`config.mk`:
```
export PLATFORM = sky130hd
export DESIGN_NAME = addr_latch_ctrl
export DESIGN_NICKNAME = d
export VERILOG_FILES = /design/src/rtl/afc_pkg.sv /design/src/rtl/afc_trig.sv /design/src/rtl/afc_cfg.sv /design/src/rtl/afc_seq.sv /design/src/rtl/afc_capture.sv /design/src/rtl/addr_latch_ctrl.sv
export SDC_FILE = /design/constraint.sdc
export NUM_CORES = 1
export LEC_CHECK = 0
export BUFFER_PORTS_ARGS = -buffer_cell sky130_fd_sc_hd__buf_4
export CORE_UTILIZATION = 40
export DETAILED_ROUTE_END_ITERATION = 10
export GPL_TIMING_DRIVEN = 0
export PLACE_DENSITY = 0.65
export SLEW_MARGIN = 20
export SYNTH_ARGS = -nofsm -noshare
export SYNTH_HDL_FRONTEND = slang
export SYNTH_SLANG_ARGS = --single-unit
```
`constraint.sdc`:
```
create_clock -name clk_i -period 2.2 [get_ports clk_i]
set_input_delay 0 -clock clk_i [delete_from_list [all_inputs] [get_ports clk_i]]
set_output_delay 0 -clock clk_i [all_outputs]
set_load 0.05 [all_outputs]
```
`src/rtl/afc_pkg.sv`:
```
package afc_pkg;
  localparam int unsigned DLY_W = 3;

  typedef enum logic [1:0] {
    TRIG_CS_WE     = 2'd0,
    TRIG_CS        = 2'd1,
    TRIG_CS_ANY    = 2'd2,
    TRIG_CS_NOT_OE = 2'd3
  } trig_mode_e;

  typedef enum logic [1:0] {
    ST_IDLE = 2'd0,
    ST_ARM  = 2'd1,
    ST_HOLD = 2'd2
  } seq_st_e;
endpackage

```
`src/rtl/afc_trig.sv`:
```
module afc_trig
  import afc_pkg::*;
(
  input  logic       cs_ni,
  input  logic       oe_ni,
  input  logic       we_ni,
  input  trig_mode_e mode_i,
  output logic       trig_o
);
  logic cs, oe, we, base;

  assign cs = ~cs_ni;
  assign oe = ~oe_ni;
  assign we = ~we_ni;

  always_comb begin
    unique case (mode_i)
      TRIG_CS_WE:  base = cs & we;
      TRIG_CS:     base = cs;
      TRIG_CS_ANY: base = cs & (we | oe);
      default:     base = cs & ~oe;
    endcase
  end

  // a write always freezes, whatever the mode
  assign trig_o = base | (cs & we);
endmodule

```
`src/rtl/afc_cfg.sv`:
```
module afc_cfg
  import afc_pkg::*;
#(
  parameter int unsigned DW = DLY_W
) (
  input  logic          clk_i,
  input  logic          rst_ni,
  input  logic          load_i,
  input  logic [1:0]    mode_i,
  input  logic          dly_en_i,
  input  logic [DW-1:0] dly_i,
  input  logic          be_en_i,
  output trig_mode_e    mode_o,
  output logic          dly_en_o,
  output logic [DW-1:0] dly_o,
  output logic          be_en_o
);
  always_ff @(posedge clk_i or negedge rst_ni) begin
    if (!rst_ni) begin
      mode_o   <= TRIG_CS_WE;
      dly_en_o <= 1'b1;
      dly_o    <= '0;
      be_en_o  <= 1'b1;
    end else if (load_i) begin
      mode_o   <= trig_mode_e'(mode_i);
      dly_en_o <= dly_en_i;
      dly_o    <= dly_i;
      be_en_o  <= be_en_i;
    end
  end

  AST_CFG_FROZEN_BUSY: assert property (@(posedge clk_i) disable iff (!rst_ni)
    !load_i |=> ($stable(mode_o) && $stable(dly_en_o) && $stable(dly_o) && $stable(be_en_o)));
endmodule

```
`src/rtl/afc_seq.sv`:
```
module afc_seq
  import afc_pkg::*;
#(
  parameter int unsigned DW = DLY_W
) (
  input  logic          clk_i,
  input  logic          rst_ni,
  input  logic          trig_i,
  input  logic          dly_en_i,
  input  logic [DW-1:0] dly_i,
  output logic          idle_o,
  output logic          cap_o,
  output logic          hold_o
);
  seq_st_e       st_q, st_d;
  logic [DW-1:0] cnt_q, cnt_d, dly_eff;

  assign dly_eff = (dly_i == '0) ? DW'(1) : dly_i;

  always_comb begin
    st_d  = st_q;
    cnt_d = cnt_q;
    cap_o = 1'b0;
    unique case (st_q)
      ST_IDLE: begin
        if (trig_i) begin
          if (dly_en_i) begin
            st_d  = ST_ARM;
            cnt_d = dly_eff;
          end else begin
            st_d  = ST_HOLD;
            cap_o = 1'b1;
          end
        end
      end
      ST_ARM: begin
        if (!trig_i) begin
          st_d  = ST_IDLE;
          cnt_d = '0;
        end else if (cnt_q == DW'(1)) begin
          st_d  = ST_HOLD;
          cnt_d = '0;
          cap_o = 1'b1;
        end else begin
          cnt_d = cnt_q - DW'(1);
        end
      end
      ST_HOLD: begin
        if (!trig_i) st_d = ST_IDLE;
      end
      default: st_d = ST_IDLE;
    endcase
  end

  always_ff @(posedge clk_i or negedge rst_ni) begin
    if (!rst_ni) begin
      st_q  <= ST_IDLE;
      cnt_q <= '0;
    end else begin
      st_q  <= st_d;
      cnt_q <= cnt_d;
    end
  end

  assign hold_o = (st_q == ST_HOLD);
  assign idle_o = (st_q == ST_IDLE) && !trig_i;

  AST_ARM_CNT_LIVE: assert property (@(posedge clk_i) disable iff (!rst_ni)
    (st_q == ST_ARM) |-> (cnt_q != '0));
  AST_ARM_ABORT: assert property (@(posedge clk_i) disable iff (!rst_ni)
    (st_q == ST_ARM && !trig_i) |=> (st_q == ST_IDLE));
  AST_HOLD_RELEASE: assert property (@(posedge clk_i) disable iff (!rst_ni)
    (hold_o && !trig_i) |=> !hold_o);
  AST_HOLD_FROM_TRIG: assert property (@(posedge clk_i) disable iff (!rst_ni)
    $rose(hold_o) |-> $past(trig_i));
endmodule

```
`src/rtl/afc_capture.sv`:
```
module afc_capture #(
  parameter int unsigned ADDR_W = 20,
  parameter int unsigned BE_W   = 2
) (
  input  logic              clk_i,
  input  logic              rst_ni,
  input  logic              cap_i,
  input  logic              hold_i,
  input  logic              be_en_i,
  input  logic [ADDR_W-1:0] addr_i,
  input  logic [BE_W-1:0]   be_ni,
  output logic [ADDR_W-1:0] addr_o,
  output logic [BE_W-1:0]   be_no
);
  logic [ADDR_W-1:0] addr_q;
  logic [BE_W-1:0]   be_q;

  always_ff @(posedge clk_i or negedge rst_ni) begin
    if (!rst_ni) begin
      addr_q <= '0;
      be_q   <= '1;
    end else if (cap_i) begin
      addr_q <= addr_i;
      be_q   <= be_ni;
    end
  end

  assign addr_o = hold_i ? addr_q : addr_i;

  for (genvar g = 0; g < BE_W; g++) begin : g_be_lane
    assign be_no[g] = (hold_i && be_en_i) ? be_q[g] : be_ni[g];
  end

  AST_NO_RECAPTURE: assert property (@(posedge clk_i) disable iff (!rst_ni)
    hold_i |-> !cap_i);
  AST_ADDR_HELD: assert property (@(posedge clk_i) disable iff (!rst_ni)
    (hold_i && !cap_i) |=> (!hold_i || addr_o == $past(addr_o)));
endmodule

```
`src/rtl/addr_latch_ctrl.sv`:
```
module addr_latch_ctrl
  import afc_pkg::*;
#(
  parameter int unsigned ADDR_W = 20,
  parameter int unsigned DW     = DLY_W
) (
  input  logic              clk_i,
  input  logic              rst_ni,
  input  logic              cs_ni,
  input  logic              oe_ni,
  input  logic              we_ni,
  input  logic [1:0]        mode_i,
  input  logic              dly_en_i,
  input  logic [DW-1:0]     dly_i,
  input  logic              be_latch_en_i,
  input  logic [ADDR_W-1:0] addr_i,
  input  logic [1:0]        be_ni,
  output logic [ADDR_W-1:0] addr_o,
  output logic [1:0]        be_no,
  output logic              hold_o
);
  trig_mode_e    mode_q;
  logic          dly_en_q, be_en_q, trig, idle, cap;
  logic [DW-1:0] dly_q;

  afc_cfg #(.DW(DW)) u_cfg (
    .clk_i, .rst_ni,
    .load_i   (idle),
    .mode_i   (mode_i),
    .dly_en_i (dly_en_i),
    .dly_i    (dly_i),
    .be_en_i  (be_latch_en_i),
    .mode_o   (mode_q),
    .dly_en_o (dly_en_q),
    .dly_o    (dly_q),
    .be_en_o  (be_en_q)
  );

  afc_trig u_trig (
    .cs_ni, .oe_ni, .we_ni,
    .mode_i (mode_q),
    .trig_o (trig)
  );

  afc_seq #(.DW(DW)) u_seq (
    .clk_i, .rst_ni,
    .trig_i   (trig),
    .dly_en_i (dly_en_q),
    .dly_i    (dly_q),
    .idle_o   (idle),
    .cap_o    (cap),
    .hold_o   (hold_o)
  );

  afc_capture #(.ADDR_W(ADDR_W), .BE_W(2)) u_cap (
    .clk_i, .rst_ni,
    .cap_i   (cap),
    .hold_i  (hold_o),
    .be_en_i (be_en_q),
    .addr_i  (addr_i),
    .be_ni   (be_ni),
    .addr_o  (addr_o),
    .be_no   (be_no)
  );

  AST_WRITE_NEVER_IDLE: assert property (@(posedge clk_i) disable iff (!rst_ni)
    (!cs_ni && !we_ni) |-> !idle);
endmodule

```
==> results of run 1 <==
-- flip-flops by register name (all words and copies together), names as in the netlist --
name / count
u_cap.be_q: 2
u_cfg.be_en_o: 1
u_seq.st_q: 2
u_cap.addr_q: 20
u_cfg.mode_o: 2
u_cfg.dly_o: 3
u_seq.cnt_q: 3
u_cfg.dly_en_o: 1
-- cell usage in the layout, fill, tap and decap left out, drive strengths merged --
| cell | n |
|---|---|
| nand2 | 4 |
| and4b | 1 |
| nand3 | 1 |
| a21oi | 1 |
| dfstp | 4 |
| clkinv | 1 |
| inv | 5 |
| nor2 | 3 |
| clkbuf | 6 |
| nand4b | 1 |
| nor2b | 1 |
| dfrtp | 30 |
| nand2b | 2 |
| dlygate4sd3 | 30 |
| or3 | 1 |
| a41oi | 1 |
| mux2 | 52 |
| mux2i | 1 |
| a22o | 1 |
| buf | 61 |
| and3 | 1 |
| ha | 2 |
| a211oi | 1 |
| a32o | 1 |
| o221ai | 1 |
| a31oi | 1 |
| a22oi | 1 |
| o21ai | 1 |
| and2 | 1 |
| nand3b | 1 |
| clkinvlp | 1 |
| o21bai | 1 |
-- repair_timing --
action                                  4_1_cts  5_1_grt
hold buffers                                 30        0
endpoints found under the hold margin        63        0
endpoints found under the setup margin        0        0
setup buffers                                 0        0
-- cell families (layout without fill, tap and decap cells) --
family,after synthesis,in the layout,synth area share [%]
buffers and inverters,10,104,3.13
multiplexers,53,53,37.1
adder cells (fa/ha/maj),2,2,1.39
AND/OR/NAND/NOR,17,17,5.98
AO/OA/AOI/OAI,10,10,4.87
flip-flops,34,34,47.6
-- final cells by class --
cell class / count / share of cell area, %
buffer: 5 / 1.40
clock buffer: 6 / 3.08
clock inverter: 2 / 0.467
inverter: 5 / 0.700
multi-input combinational: 82 / 33.1
sequential: 34 / 31.9
tap: 52 / 2.43
timing repair buffer: 86 / 26.9
-- power groups by stage --
stage / Sequential, W / Combinational (W) / Clock [W]
4_1_cts: 0.00118 / 0.00198 / 0.000497
6_report: 0.00118 / 0.00195 / 0.000489
3_3_place_gp: 0.00116 / 0.00185 / 0
3_5_place_dp: 0.00118 / 0.00193 / 0
5_1_grt: 0.00122 / 0.00208 / 0.000524
2_1_floorplan: 0.00111 / 0.00151 / 0
-- metrics by stage --
step,std cells,instance area (um2),power (W)
2_1_floorplan,126,1800,0.00262
3_3_place_gp,234,2280,0.00301
3_5_place_dp,234,2280,0.00311
4_1_cts,272,2680,0.00365
5_1_grt,272,2680,0.00382
6_report,272,2680,0.00362
-- critical path: stages (launching register included) --
cell,delay [ps]
dfrtp_1,380
inv_1,110
nor2_1,290
buf_2,330
mux2_2,370
buf_4,190
-- layer usage --
metal / wire (um) / vias to the layer above
met5: 0 / -
met4: 55 / 0
met3: 243 / 5
met2: 2070 / 45
met1: 1740 / 629
li1: - / 637
-- worst max path at each step --
| stage | startpoint | to | slack [ps] | cells after the start |
|---|---|---|---|---|
| 2_1_floorplan | u_cfg.mode_o[1] | u_cfg.dly_o[0] | 470 | 5 |
| 3_3_place_gp | u_cfg.mode_o[1] | u_cfg.dly_o[1] | 330 | 5 |
| 3_5_place_dp | u_cfg.mode_o[1] | u_cfg.mode_o[0] | 290 | 5 |
| 4_1_cts | u_seq.st_q[1] | addr_o[10] | 210 | 5 |
| 5_1_grt | u_seq.st_q[1] | addr_o[15] | 80 | 5 |
| 6_report | u_seq.st_q[1] | addr_o[2] | 250 | 5 |
==> metrics.md, run 1 <==
| Metric | Value |
|---|---|
| Status | `completed` |
| Root Buffer | `clkbuf_8` |
| Fmax | `approximately 510 MHz` |
| DR iter-0 viols | `slightly above 40` |
| Finished Core Util | `~62%` |
| Peak VDD IR | `between 0.7 and 0.8 mV` |
| Tightest Pin Transition | `~480 ps` |
| Met1 Use GR | `22.2%` |
| Drt wl/cell | `15.1 um` |
| CTS Buf Count | `5` |
| Ys flop type | `dfrtp_1` |
| Post-synth EDFFs | `0` |
| Synth Instances | `126` |
| GRT Util Overall | `18.6%` |
| Critical path startpoint category | `flip-flop` |
| Internal Pwr Total | `0.00218 W` |
| RR Startpoint | `u_cfg.mode_o[1]` |
| Final Skew | `roughly 5.9 ps` |
| Std-Cell Core Area | `about 4300 um2` |
| Final nets | `between 200 and 300` |
| Multi-input gate area | `just under 900 um2` |
| Clock sinks | `34` |
| Detailed-route via count | `1,316` |
| Most frequent cells after synthesis | `dfrtp_1 (30), mux2_2 (25), mux2_4 (19), mux2_1 (8), inv_1 (5)` |
| Crit Path Class | `flip-flop to primary output` |
| I/O Buffers | `56` |
| Register bit count reported by yosys | `34` |
| Sequential share of power | `32.6%` |
| Share of cells above drive strength 1 | `between 50 and 60%` |
| Overflow after GRT | `0` |
| Post-CTS sizing | `0` |
| First-pass DRT Iterations | `4` |
| WP data arrival | `1950 ps` |
| FILL cells | `between 300 and 400` |
| Worst R2R Setup Slack | `roughly 290 ps` |
| First-pass GRT wire length | `roughly 7 mm` |
| Switch Pwr | `0.00144 W` |
| Post-placement setup slack | `around 290 ps` |
| Top-area cell type share of the netlist area | `about two fifths` |
| Met3 global-route usage | `approximately 5.4%` |
| Worst Setup Slack, final | `247 ps` |
| RSZ-0062 raised after global routing | `false` |
| RD Place Congestion | `around 0.83` |
| Synthesized area per cell | `around 14 um2` |
| Synthesis-to-finish area growth | `49.0%` |
| Count leader, synth | `dfrtp_1` |
| Netlist Area Pre-Place | `roughly 1800 um2` |
| Top cells by area, synth | `dfrtp_1 (42%), mux2_4 (16%), mux2_2 (16%), dfstp_2 (5.8%), mux2_1 (5.0%)` |
| Worst EP required | `2200 ps` |
| Register area share after synthesis | `47.6%` |
| Largest net degree at the start of global routing | `35` |
| Total negative slack | `0 ps` |
| Final setup fails | `0` |
| Total of max-cap violations | `0` |
| Leak Pwr | `1.28 nW` |
| DRC viols | `0` |
| Clock power share | `around 14%` |
| Combinational share of power | `between 50% and 60%` |
| Tmin final | `1950 ps` |
| Post-synth top area cell | `dfrtp_1` |
| Distinct cells, synth | `31` |
| Longest Clk Path Bufs | `2` |
| GR Util met2 | `between 30 and 40%` |
| GR peak layer | `met2` |
| DP HPWL | `2.84 mm` |
| Final wirelength | `4.10 mm` |
| Fin crit share | `between 80 and 90%` |
| Reg-to-Reg End | `u_cfg.mode_o[0]` |
| CTS tree | `yes` |
| H-Tree Depth | `2` |
| Hold EP | `u_seq.st_q[1]` |
| Worst Hold Class | `input port to flip-flop` |
| Max Transition Viols Final | `0` |
| Register Area | `roughly 860 um2` |
| Crit path max fanout | `10` |
| Worst hold margin | `around 18 ps` |
| Core Rows | `24` |
| Die height | `69.1 um` |
| Die area | `4770 um2` |
| ANT cells | `0` |
| Critical path capture point type | `primary output` |
| PwrDens | `about 1400 nW/um2` |
| Synth warn | `0` |
| Antenna Nets Post-Route | `0` |
| Worst-path clk slew | `~70 ps` |
| Slew Limit Headroom | `just under 70%` |
| Switch share | `~40%` |
| Antenna violations before repair | `0` |
| Share of flip-flops with an asynchronous set or reset | `100%` |
| Cell count of the worst reg-to-reg path | `5` |
| Initial Util | `between 40% and 50%` |
| Vias/cell | `4.84` |
| I/O pin total | `57` |
| Vias in the first global route | `about 1,500` |
| Final Hold Fails | `0` |
| Worst Hold Depth | `4` |
| Worst hold start | `cs_ni` |
| DIE WIDTH | `between 60 and 70 um` |
| Syn nets | `about 160` |
| Clock Latency Late Sink | `290 ps` |
No activity file was read; power rests on OpenSTA's default activity.
==> inputs of run 2 (changes only) <==
--- a/config.mk
+++ b/config.mk
@@ -10,6 +10,7 @@
 export DETAILED_ROUTE_END_ITERATION = 10
 export GPL_TIMING_DRIVEN = 0
 export PLACE_DENSITY = 0.65
+export RECOVER_POWER = 100
 export SLEW_MARGIN = 20
 export SYNTH_ARGS = -nofsm -noshare
 export SYNTH_HDL_FRONTEND = slang
==> metrics.md, run 2 (same netlist as run 1, synthesis figures left out) <==
| Metric | Value |
|---|---|
| Vias/cell | `4.82` |
| Longest Clk Path Bufs | `2` |
| Multi-input gate area | `about 830 um2` |
| Tightest Pin Transition | `between 800 and 900 ps` |
| Finished Core Util | `approximately 60%` |
| Critical path startpoint category | `flip-flop` |
| ANT cells | `0` |
| DP HPWL | `between 2 and 3 mm` |
| Fmax | `roughly 500 MHz` |
| Detailed-route via count | `between 1,000 and 1,500` |
| DR iter-0 viols | `just over 40` |
| Max Transition Viols Final | `0` |
| Worst Hold Class | `input port to flip-flop` |
| RD Place Congestion | `between 0.8 and 0.9` |
| Antenna Nets Post-Route | `0` |
| FILL cells | `382` |
| Register Area | `856 um2` |
| Drt wl/cell | `between 10 and 15 um` |
| Share of cells above drive strength 1 | `between 40% and 50%` |
| Post-CTS sizing | `0` |
| I/O pin total | `57` |
| RSZ-0062 raised after global routing | `false` |
| Total negative slack | `0 ps` |
| Clock Latency Late Sink | `290 ps` |
| Most frequent cells in the layout | `buf_4 (34), dlygate4sd3_1 (30), dfrtp_1 (30)` |
| Final Hold Fails | `0` |
| Worst hold start | `cs_ni` |
| Worst EP required | `~2200 ps` |
| DIE WIDTH | `just under 70 um` |
| Antenna violations before repair | `0` |
| Status | `completed` |
| RR Startpoint | `u_cfg.mode_o[1]` |
| First-pass GRT wire length | `7.03 mm` |
| First-pass DRT Iterations | `4` |
| Core Rows | `24` |
| Crit path max fanout | `10` |
| Hold buffers post-CTS | `30` |
| Critical path capture point type | `primary output` |
| I/O Buffers | `56` |
| Max reg flops | `20` |
| Die area | `~4800 um2` |
| Crit Path Class | `flip-flop to primary output` |
| Peak VDD IR | `0.709 mV` |
| Final Skew | `roughly 5.1 ps` |
| Worst-path clk slew | `approximately 70 ps` |
| Largest net degree at the start of global routing | `35` |
| Final setup fails | `0` |
| Root Buffer | `clkbuf_8` |
| Final wirelength | `between 4 and 5 mm` |
| Initial Util | `approximately two fifths` |
| Tmin final | `roughly 2000 ps` |
| Biggest regs | `u_cap.addr_q (20), u_cfg.dly_o (3), u_seq.cnt_q (3)` |
| Total of max-cap violations | `0` |
| Fin crit share | `about nine tenths` |
| CTS Buf Count | `5` |
| Reg with most FFs | `u_cap.addr_q` |
| PwrDens | `1310 nW/um2` |
| Leak Pwr | `1.18 nW` |
| Die height | `~70 um` |
| CTS tree | `yes` |
| Overflow after GRT | `0` |
| Vias in the first global route | `between 1,500 and 2,000` |
| # Post-CTS Setup Buffers | `0` |
| WP data arrival | `around 2000 ps` |
| GRT Util Overall | `about a fifth` |
| Worst Setup SP | `u_seq.st_q[1]` |
| Synthesis-to-finish area growth | `43.8%` |
| Commonest non-fill, non-tap cell in the layout | `buf_4` |
| Final nets | `around 260` |
| Std-Cell Core Area | `~4300 um2` |
| Clock sinks | `34` |
| DRC viols | `0` |
| H-Tree Depth | `2` |
| Slew Limit Headroom | `between 40% and 50%` |
[run 2: changes by cell type in the layout (fill, tap and decap cells not counted)]
cell	before	now
buf_2	3	8
clkbuf_2	0	5
clkbuf_1	0	1
mux2_1	8	24
buf_4	56	34
buf_6	2	1
clkbuf_4	0	12
mux2_4	19	3
[run 2: routing by layer]
metal	track usage, %	wire, um	share of wire [%]
met1	22.2	1710	42
met2	32.1	2060	51
met3	5.41	247	6.1
met4	6.12	55	1.4
met5	0	0	0
[run 2: final cells by class]
class,instances,area share (%)
sequential,34,33.1
multi-input combinational,82,32.0
timing repair buffer,86,26.8
clock buffer,6,3.19
tap,52,2.51
buffer,5,1.21
inverter,5,0.725
clock inverter,2,0.484
[run 2: critical path: stages (launching register included)]
cell and delay [ps]:
dfrtp_1 380, inv_1 110, nor2_1 310, clkbuf_2 340, mux2_2 370, clkbuf_4 210
[run 2: power breakdown]
group	switching (W)	internal, W
Combinational	0.000981	0.000749
Sequential	0.000198	0.000977
Clock	0.000236	0.000251
[run 2: final timing paths]
kind,endpoint,slack (ps),depth (start not counted)
max,addr_o[19],200,5
min,u_seq.st_q[1],20,4
max reg2reg,u_cap.addr_q[5],220,5
min reg2reg,u_cap.addr_q[11],500,1
max in group asynchronous,u_seq.st_q[1],1330,2
min in group asynchronous,u_cap.addr_q[2],350,2
[run 2: metrics by stage]
step,setup slack (ps),hold slack (ps),area [um2],instances,total power [W]
2_1_floorplan,466,-296,1800,126,0.00262
3_3_place_gp,330,-30.7,2280,234,0.00301
3_5_place_dp,291,-21.5,2280,234,0.00311
4_1_cts,213,15.5,2680,272,0.00365
5_1_grt,62.8,57.4,2590,272,0.00359
6_report,202,18.8,2590,272,0.00339
==> inputs of run 3 (changes only) <==
==> constraint.sdc (replaced) <==
create_clock -name clk_i -period 2 [get_ports clk_i]
set_input_delay 0 -clock clk_i [delete_from_list [all_inputs] [get_ports clk_i]]
set_output_delay 0 -clock clk_i [all_outputs]
set_load 0.05 [all_outputs]
==> metrics.md, run 3 (same netlist as run 1, synthesis figures left out) <==
| Metric | Value |
|---|---|
| Tmin final | `about 1900 ps` |
| Critical path capture point type | `flip-flop` |
| Leak Pwr | `roughly 1.2 nW` |
| DP Area | `roughly 2300 um2` |
| Vias in the first global route | `1,520` |
| Final Skew | `6.65 ps` |
| Commonest non-fill, non-tap cell in the layout | `buf_4` |
| Tightest Pin Transition | `about 840 ps` |
| CTS tree | `yes` |
| Die height | `69.1 um` |
| Status | `completed` |
| Biggest regs | `u_cap.addr_q (20), u_cfg.dly_o (3), u_seq.cnt_q (3)` |
| Slew Limit Headroom | `43.9%` |
| Clock sinks | `34` |
| Worst Hold Class | `input port to flip-flop` |
| Std-Cell Core Area | `4320 um2` |
| Reg with most FFs | `u_cap.addr_q` |
| DIE WIDTH | `69.1 um` |
| Most frequent cells in the layout | `buf_4 (49), dlygate4sd3_1 (30), dfrtp_1 (30)` |
| CTS Buf Count | `5` |
| Max Transition Viols Final | `0` |
| Final nets | `between 200 and 300` |
| Total negative slack | `0 ps` |
| FILL cells | `370` |
| ANT cells | `0` |
| Clock Latency Late Sink | `290 ps` |
| First-pass GRT wire length | `~7.0 mm` |
| Final wirelength | `4.14 mm` |
| Fin crit share | `94.5%` |
| Worst-path clk slew | `around 70 ps` |
| GRT Util Overall | `18.6%` |
| Drt wl/cell | `approximately 15 um` |
| Synthesis-to-finish area growth | `47.3%` |
| Longest Clk Path Bufs | `2` |
| Fmax | `529 MHz` |
| Multi-input gate area | `roughly 850 um2` |
| Share of cells above drive strength 1 | `roughly half` |
| Worst Hold Depth | `5` |
| Core Rows | `24` |
| DP HPWL | `approximately 2.8 mm` |
| I/O pin total | `57` |
| DR iter-0 viols | `53` |
| I/O Buffers | `56` |
| RD Place Congestion | `~0.83` |
| Largest net degree at the start of global routing | `35` |
| First-pass DRT Iterations | `6` |
| H-Tree Depth | `2` |
| PwrDens | `about 1500 nW/um2` |
| Worst EP required | `around 2200 ps` |
| Post-Layout Inst Area | `2650 um2` |
| DRC viols | `0` |
| Overflow after GRT | `0` |
| Final Hold Fails | `0` |
| WP data arrival | `a little over 2000 ps` |
| Die area | `about 4800 um2` |
| Register Area | `around 860 um2` |
| Detailed-route via count | `1,338` |
| Root Buffer | `clkbuf_8` |
| Crit Path Class | `flip-flop to flip-flop` |
| Cell count of the worst reg-to-reg path | `6` |
| Crit path max fanout | `10` |
| Antenna violations before repair | `0` |
| RSZ-0062 raised after global routing | `false` |
| Final setup fails | `0` |
| Initial Util | `a little over two fifths` |
| Max reg flops | `20` |
| Antenna Nets Post-Route | `0` |
| Vias/cell | `4.87` |
| Peak VDD IR | `a little over 0.8 mV` |
| Critical path startpoint category | `flip-flop` |
| Total of max-cap violations | `0` |
==> run 3: metrics by stage <==
stage	instances	hold slack (ps)	worst slack (ps)	utilization, %	power (W)
finish	275	114	110	61.3	0.00386
global route	275	145	16.3	61.3	0.00409
CTS	272	15.5	13.2	62.0	0.00402
detailed placement	234	-21.5	91.2	52.8	0.00342
global placement	234	-30.7	130	52.8	0.00331
floorplan	126	-296	266	-	0.00288
==> run 3: routing by layer <==
| metal | wire, um | vias to the layer above | track usage (%) | share of wire (%) |
|---|---|---|---|---|
| li1 | - | 644 | - | - |
| met1 | 1740 | 647 | 22.2 | 42 |
| met2 | 2110 | 42 | 32.1 | 51 |
| met3 | 236 | 5 | 5.41 | 5.7 |
| met4 | 54 | 0 | 6.12 | 1.3 |
| met5 | 0 | - | 0 | 0 |
==> run 3: final cells by class <==
cell class,instances,area share [%]
clock buffers,6,3.12
well taps,52,2.46
flip-flops and latches,34,32.3
repair buffers,89,27.4
clock inverters,2,0.472
multi-input cells,82,32.2
inverters,5,0.708
plain buffers,5,1.42
==> run 3: what timing repair did <==
item,in CTS,in global routing
resized for setup,0,3
setup endpoints to repair,0,33
hold buffers,30,0
buffers inserted,0,3
endpoints found under the hold margin,63,0
==> run 3: path summary, 6_finish.rpt <==
path | startpoint | end | slack [ps]
worst max-delay path | u_cfg.mode_o[1] | u_cap.addr_q[10] | 110
worst min-delay path | cs_ni | u_seq.st_q[1] | 110
worst max register to register | u_cfg.mode_o[1] | u_cap.addr_q[10] | 110
worst min register to register | u_cap.addr_q[3] | u_cap.addr_q[3] | 500
max in group asynchronous | rst_ni | u_seq.st_q[1] | 1120
min in group asynchronous | rst_ni | u_cap.addr_q[19] | 350
==> run 3: worst max-delay path, stage by stage, from the launching register on <==
cell,delay [ps]
dfrtp_1,390
and4b_1,240
a211oi_4,200
clkbuf_1,260
nand3_4,150
buf_4,230
mux2_1,320
==> run 3: power breakdown <==
group	internal, W	leakage, nW	switching (W)
clock network	0.000277	0.0472	0.000258
logic	0.000934	0.783	0.00110
registers	0.00107	0.399	0.000223
total	0.00229	1.23	0.00158
